<file path="config.mk">
export PLATFORM = sky130hd
export DESIGN_NAME = nsw_nibble_block
export DESIGN_NICKNAME = d
export VERILOG_FILES = /design/src/rtl/nsw_pkg.sv /design/src/rtl/nsw_ctl_array.sv /design/src/rtl/nsw_cell.sv /design/src/rtl/nsw_nibble_block.sv
export SDC_FILE = /design/constraint.sdc
export NUM_CORES = 1
export LEC_CHECK = 0
export ABC_CLOCK_PERIOD_IN_PS = 4900
export BUFFER_PORTS_ARGS = -buffer_cell sky130_fd_sc_hd__buf_2
export CAP_MARGIN = 25
export CORE_AREA = 2 2 216 218
export DETAILED_ROUTE_END_ITERATION = 8
export DIE_AREA = 0 0 218 220
export PLACE_DENSITY = 0.52
export SYNTH_ARGS = -nofsm -noshare
export SYNTH_HDL_FRONTEND = slang
export SYNTH_SLANG_ARGS = --single-unit
export TNS_END_PERCENT = 10
</file>
<file path="constraint.sdc">
create_clock -name clk -period 4.9 [get_ports clk]
set_input_delay 0.98 -clock clk [delete_from_list [all_inputs] [get_ports clk]]
set_output_delay 0.98 -clock clk [all_outputs]
set_load 0.01 [all_outputs]
</file>
<file path="src/rtl/nsw_pkg.sv">
package nsw_pkg;

    typedef enum logic [1:0] {
        MODE_BYP = 2'd0,
        MODE_REG = 2'd1,
        MODE_UP  = 2'd2,
        MODE_DN  = 2'd3
    } reg_mode_e;

    // Declared MSB first: init is bit 16, out_mode is bits 1:0.
    typedef struct packed {
        logic      init;
        logic [1:0] sr_pick;
        logic [2:0] ce_in;
        logic [2:0] ce_out;
        logic [2:0] oe_pick;
        logic      out_inv;
        reg_mode_e in_mode;
        reg_mode_e out_mode;
    } cell_cfg_t;

    localparam int CELL_CFG_W = $bits(cell_cfg_t);
    localparam int MUX_WAYS   = 4;
    localparam int LOC_CE_N   = 4;
    localparam int LOC_SR_N   = 2;
    localparam int LOC_OE_N   = 2;

    // Pick one of four local or four global enables.
    function automatic logic pick_ce(logic [2:0] pick, logic [3:0] loc, logic [3:0] glb);
        return pick[2] ? glb[pick[1:0]] : loc[pick[1:0]];
    endfunction

endpackage

</file>
<file path="src/rtl/nsw_ctl_array.sv">
module nsw_ctl_array #(
    parameter int N_IN  = 32,
    parameter int N_OUT = 16
) (
    input  logic [N_IN-1:0]                  lines,
    input  logic [N_OUT*($clog2(N_IN)+1)-1:0] cfg,
    output logic [N_OUT-1:0]                 ctl
);
    localparam int PW = $clog2(N_IN);
    localparam int EW = PW + 1;

    for (genvar k = 0; k < N_OUT; k++) begin : g_out
        logic [PW-1:0] line_idx;
        logic          inv;
        assign line_idx = cfg[EW*k +: PW];
        assign inv      = cfg[EW*k + PW];
        assign ctl[k]   = lines[line_idx] ^ inv;
    end
endmodule

</file>
<file path="src/rtl/nsw_cell.sv">
module nsw_cell
    import nsw_pkg::*;
(
    input  logic                clk,
    input  logic                rst,
    input  cell_cfg_t           cfg,
    input  logic [MUX_WAYS-1:0] mux_in,
    input  logic [1:0]          sel,
    input  logic [LOC_CE_N-1:0] l_ce,
    input  logic [3:0]          g_ce,
    input  logic [LOC_SR_N-1:0] l_sr,
    input  logic                g_sr,
    input  logic [LOC_OE_N-1:0] l_oe,
    input  logic [3:0]          g_oe,
    input  logic                g_toe,
    input  logic                pin_in,
    input  logic                o_lo_nb,
    input  logic                o_hi_nb,
    input  logic                i_lo_nb,
    input  logic                i_hi_nb,
    output logic                pin_out,
    output logic                pin_oe,
    output logic                to_pool,
    output logic                oreg,
    output logic                ireg,
    output logic                out_ce,
    output logic                in_ce,
    output logic                sr_hit
);
    logic mux_o, o_d, i_d, oe_sel;

    always_comb begin
        mux_o  = mux_in[sel];
        out_ce = pick_ce(cfg.ce_out, l_ce, g_ce);
        in_ce  = pick_ce(cfg.ce_in,  l_ce, g_ce);
        unique case (cfg.sr_pick)
            2'd0:    sr_hit = 1'b0;
            2'd1:    sr_hit = l_sr[0];
            2'd2:    sr_hit = l_sr[1];
            default: sr_hit = g_sr;
        endcase
        unique case (cfg.out_mode)
            MODE_UP: o_d = o_lo_nb;
            MODE_DN: o_d = o_hi_nb;
            default: o_d = mux_o;
        endcase
        unique case (cfg.in_mode)
            MODE_UP: i_d = i_lo_nb;
            MODE_DN: i_d = i_hi_nb;
            default: i_d = pin_in;
        endcase
        unique case (cfg.oe_pick)
            3'd0:    oe_sel = l_oe[0];
            3'd1:    oe_sel = l_oe[1];
            3'd2:    oe_sel = g_oe[0];
            3'd3:    oe_sel = g_oe[1];
            3'd4:    oe_sel = g_oe[2];
            3'd5:    oe_sel = g_oe[3];
            3'd6:    oe_sel = 1'b1;
            default: oe_sel = 1'b0;
        endcase
    end

    always_ff @(posedge clk) begin
        if (rst) begin
            oreg <= 1'b0;
            ireg <= 1'b0;
        end else if (sr_hit) begin
            oreg <= cfg.init;
            ireg <= cfg.init;
        end else begin
            if (out_ce) oreg <= o_d;
            if (in_ce)  ireg <= i_d;
        end
    end

    assign pin_out = ((cfg.out_mode == MODE_BYP) ? mux_o : oreg) ^ cfg.out_inv;
    assign to_pool = (cfg.in_mode == MODE_BYP) ? pin_in : ireg;
    assign pin_oe  = oe_sel & g_toe;
endmodule

</file>
<file path="src/rtl/nsw_nibble_block.sv">
module nsw_nibble_block
    import nsw_pkg::*;
#(
    parameter int N_CELL    = 16,
    parameter int NIB_CELLS = 4,
    parameter int N_CTL     = 32,
    localparam int N_NIB     = N_CELL / NIB_CELLS,
    localparam int N_DATA    = MUX_WAYS * N_CELL,
    localparam int N_LOC     = 2 * N_NIB + LOC_CE_N + LOC_SR_N + LOC_OE_N,
    localparam int CTL_CFG_W = $clog2(N_CTL) + 1
) (
    input  logic                         clk,
    input  logic                         rst,
    input  logic [N_DATA-1:0]            pool_data,
    input  logic [N_CTL-1:0]             pool_ctl,
    input  logic [3:0]                   g_ce,
    input  logic                         g_sr,
    input  logic [1:0]                   g_sel,
    input  logic [3:0]                   g_oe,
    input  logic                         g_toe,
    input  logic [N_LOC*CTL_CFG_W-1:0]   cfg_ctl,
    input  logic [N_NIB-1:0]             cfg_nib_gsel,
    input  logic [N_CELL*CELL_CFG_W-1:0] cfg_cell,
    input  logic [N_CELL-1:0]            pin_in,
    output logic [N_CELL-1:0]            pin_out,
    output logic [N_CELL-1:0]            pin_oe,
    output logic [N_CELL-1:0]            to_pool,
    input  logic                         ochain_up_in,
    input  logic                         ochain_dn_in,
    output logic                         ochain_up_out,
    output logic                         ochain_dn_out,
    input  logic                         ichain_up_in,
    input  logic                         ichain_dn_in,
    output logic                         ichain_up_out,
    output logic                         ichain_dn_out
);
    localparam int CE_BASE = 2 * N_NIB;
    localparam int SR_BASE = CE_BASE + LOC_CE_N;
    localparam int OE_BASE = SR_BASE + LOC_SR_N;

    logic [N_LOC-1:0]  loc;
    logic [N_CELL-1:0] oreg_q, ireg_q, out_ce_v, in_ce_v, sr_hit_v, init_v;

    nsw_ctl_array #(.N_IN(N_CTL), .N_OUT(N_LOC)) i_ctl_array (
        .lines (pool_ctl),
        .cfg   (cfg_ctl),
        .ctl   (loc)
    );

    for (genvar c = 0; c < N_CELL; c++) begin : g_cell
        localparam int NB = c / NIB_CELLS;
        localparam int PS = c % NIB_CELLS;
        cell_cfg_t           cc;
        logic [MUX_WAYS-1:0] mux_in;
        logic [1:0]          sel;
        logic                o_lo, o_hi, i_lo, i_hi;

        assign cc  = cell_cfg_t'(cfg_cell[CELL_CFG_W*c +: CELL_CFG_W]);
        assign sel = cfg_nib_gsel[NB] ? g_sel : loc[2*NB +: 2];
        assign init_v[c] = cc.init;

        for (genvar s = 0; s < MUX_WAYS; s++) begin : g_way
            assign mux_in[s] = pool_data[NB*MUX_WAYS*NIB_CELLS + s*NIB_CELLS + PS];
        end

        if (c == 0) begin : g_lo_end
            assign o_lo = ochain_up_in;
            assign i_lo = ichain_up_in;
        end else begin : g_lo_mid
            assign o_lo = oreg_q[c-1];
            assign i_lo = ireg_q[c-1];
        end
        if (c == N_CELL-1) begin : g_hi_end
            assign o_hi = ochain_dn_in;
            assign i_hi = ichain_dn_in;
        end else begin : g_hi_mid
            assign o_hi = oreg_q[c+1];
            assign i_hi = ireg_q[c+1];
        end

        nsw_cell i_cell (
            .clk     (clk),
            .rst     (rst),
            .cfg     (cc),
            .mux_in  (mux_in),
            .sel     (sel),
            .l_ce    (loc[CE_BASE +: LOC_CE_N]),
            .g_ce    (g_ce),
            .l_sr    (loc[SR_BASE +: LOC_SR_N]),
            .g_sr    (g_sr),
            .l_oe    (loc[OE_BASE +: LOC_OE_N]),
            .g_oe    (g_oe),
            .g_toe   (g_toe),
            .pin_in  (pin_in[c]),
            .o_lo_nb (o_lo),
            .o_hi_nb (o_hi),
            .i_lo_nb (i_lo),
            .i_hi_nb (i_hi),
            .pin_out (pin_out[c]),
            .pin_oe  (pin_oe[c]),
            .to_pool (to_pool[c]),
            .oreg    (oreg_q[c]),
            .ireg    (ireg_q[c]),
            .out_ce  (out_ce_v[c]),
            .in_ce   (in_ce_v[c]),
            .sr_hit  (sr_hit_v[c])
        );
    end

    assign ochain_up_out = oreg_q[N_CELL-1];
    assign ochain_dn_out = oreg_q[0];
    assign ichain_up_out = ireg_q[N_CELL-1];
    assign ichain_dn_out = ireg_q[0];
endmodule

</file>
==> summary.txt <==
Run status
  • Outcome: finished, final reports clean

Floorplan
  • Core area: 45900 um2
  • Die area: 48000 um2
  • Io pins: 554
  • Die Y: roughly 220 um
  • FP Rows: 79
  • Die Wd: roughly 220 um
  • Initial Util: 26.1%

Layout
  • Proportion of layout cells with a drive suffix above 1: 47.4%
  • Syn-to-layout area delta: 31.6%
  • Final cell count without fillers: 2469
  • Filler cells: 4878
  • Commonest non-fill, non-tap cell in the layout: buf_2
  • Most frequent cells in the layout: buf_2, mux4_2, mux2i_1
  • Final net count: 2344
  • Final instance area: 15700 um2
  • Layout Utilization: 34.3%

Yosys
  • Syn_area_per_cell: 8.87 um2
  • Mapped Cells: 1349
  • Synth top area share: 29.9%
  • Yosys cell types: 72
  • Syn Nets: around 1900
  • Primary FF master, synth: dfxtp_1
  • Largest area contributor in the netlist: mux4_2
  • Synth area leaders: mux4_2, mux2i_1, dfxtp_1
  • Post-synthesis sequential area ratio: 5.36%
  • Cell Area, Synth: 12000 um2
  • Yosys reg bits: 32
  • Synth warn: 0
  • Fraction of registers with async set/reset: 0%
  • Post-synth EDFFs: 0

Drt
  • Final WL: 64300 um
  • Drt wl/cell: 26.0 um
  • Detailed Route Iter0 Violations: roughly 1400
  • Via count: around 14000
  • Pre-antenna DRT Iters: 7
  • Antenna-violating nets left: 0
  • Vias per cell: 5.86
  • # DRC: 0

CTS
  • Post-CTS Setup Inserts: 0
  • Root cell of the clock tree: clkbuf_16
  • CTS Buf Count: 5
  • Worst-skew pair later-pin latency: 0.30 ns
  • Clk pin slew, worst setup/hold paths: 0.05 ns
  • CTS Hold Bufs: 0
  • Clock Sinks: 32
  • Clk buf depth: 2
  • H-tree depth: 2
  • TritonCTS clock tree: yes

Critical path
  • Worst r2r src: g_cell[12].i_cell.ireg
  • Req. time, crit path: 3.92 ns
  • Critical Path End Type: output port
  • Worst reg2reg endpoint: g_cell[11].i_cell.ireg
  • CP Launch Type: input port
  • Crit Path Class: input port to output port
  • Worst EP arrival: 3.79 ns
  • FF-to-FF path depth: 5
  • R2R setup slack: 3.61 ns
  • Max FO, Critical Path: 13

Worst hold path
  • Hold Crit Depth: 2
  • Hold WC Path Type: register to register
  • Hold_sp: g_cell[1].i_cell.ireg
  • WHS Endpoint: g_cell[1].i_cell.ireg

STA
  • Layout Skew: 0.0132 ns
  • Slew Limit Fails: 0
  • Max Fclk: between 200 and 250 MHz
  • RSZ-0062 raised after global routing: false
  • Count of final setup violators: 0
  • Slew @ Worst Pin: 0.988 ns
  • Period utilization: 97.3%
  • Final hold violation count: 0
  • Slew margin rel.: 34.1%
  • Worst hold slack: a little over 0.5 ns
  • Post-route minimum period: 4.77 ns

GRT
  • First-pass GRT wire length: roughly 90000 um
  • Gr usage total: approximately a quarter
  • Pin count of the biggest net entering global routing: 39
  • Initial antenna violation count: 16
  • Vias in the first global route: 13583
  • Total gr overflow: 0

Power and ir drop
  • Max IR drop VDD: 0.114 mV
  • Leakage: 6.90 nW
  • PwrDens: 172 nW/um2

Run
  • Max cap viols: 0

Place
  • Input/output buffers: around 550
  • Placer Congestion: 0.955
  • Detail Placement HPWL: 52800 um
  • Placed cells: ~2400
  • Placed Area: 15500 um2
[layout make-up]
cell class / count / area (um2) / area share, %
Inverter: 61 / 229 / 1.45
Timing Repair Buffer: 650 / 3610 / 22.9
Antenna cell: 19 / 47.5 / 0.302
Multi-Input combinational cell: 1092 / 10300 / 65.4
Clock buffer: 6 / 129 / 0.818
Tap cell: 607 / 759 / 4.82
Sequential cell: 32 / 641 / 4.07
Clock inverter: 2 / 35.0 / 0.222
[routing by layer]
layer	up-vias	GRT usage (%)	share of wire (%)	wire length, um
met3	134	4.42	8.8	5640
met1	7101	30.3	37	24100
met5	-	0	0	0
met2	884	44.3	50	31900
met4	0	10.5	4.1	2630
li1	6344	-	-	-
[worst max path at each step]
stage / start / endpoint / slack [ns] / cells past startpoint
2_1_floorplan: cfg_ctl[19] / pin_out[4] / 0.08 / 10
3_5_place_dp: pool_ctl[11] / pin_oe[15] / -0.05 / 13
6_report: pool_ctl[5] / pin_out[15] / 0.13 / 13
3_3_place_gp: pool_ctl[27] / pin_oe[15] / -0.09 / 13
5_1_grt: cfg_ctl[18] / pin_out[6] / 0.003 / 14
4_1_cts: cfg_ctl[18] / pin_out[6] / 0.05 / 14
[cell usage after synthesis, types with 7 or more instances]
cell,n
mux4_2,159
mux2i_1,145
nand2_1,112
a21oi_1,98
clkbuf_1,85
nor2_1,79
inv_1,61
o21ai_0,58
buf_4,50
mux2_2,34
a22oi_1,33
dfxtp_1,32
o211ai_1,29
nand3_1,26
a31oi_1,22
o2111ai_1,20
xnor2_1,19
buf_2,18
o21a_1,18
nand2b_1,17
nand3b_1,16
nor3b_1,15
nand4_1,14
nor3_1,14
nor2b_1,13
o21ai_1,12
a311oi_1,11
nand4b_1,11
mux4_1,10
a221o_1,8
a41oi_1,8
o22ai_1,7
[power by group]
part,switching (mW),internal (mW)
registers,0.0622,0.301
logic,1.03,0.924
clock network,0.143,0.240
[stage by stage]
step / setup WS (ns) / TNS [ns] / power [mW]
final: 0.131 / 0 / 2.70
after global routing: 0.00265 / 0 / 2.85
after CTS: 0.0499 / 0 / 2.69
after detailed placement: -0.0480 / -0.138 / 2.30
after global placement: -0.0883 / -0.563 / 2.27
after floorplan: 0.0827 / 0 / 1.49
[kinds of logic after synthesis]
family          after synthesis  synth area share (%)
xor+xnor                     25                  1.96
compound gates              375                  21.4
simple gates                340                  14.2
mux                         352                  48.0
buf+inv                     225                  9.21
flops                        32                  5.36
[timing repair]
| action | 4_1_cts | 5_1_grt |
|---|---|---|
| resized for setup | 1 | 12 |
| endpoints found under the setup margin | 14 | 11 |
| cloned | 0 | 0 |
[sequential cells by signal (all words and copies together), names as in the netlist]
register / count
g_cell.i_cell.ireg: 16
g_cell.i_cell.oreg: 16
[critical path, stage by stage]
cell and delay (ns):
buf_2 0.14, buf_4 0.20, mux4_2 0.49, a32o_1 0.28, a31oi_1 0.22, a21oi_1 0.14, o31ai_4 0.28, buf_12 0.18
mux2i_1 0.22, mux2i_2 0.11, mux2i_1 0.18, xnor2_1 0.16, buf_2 0.17
Note: power is estimated with default switching activity, not from simulation.
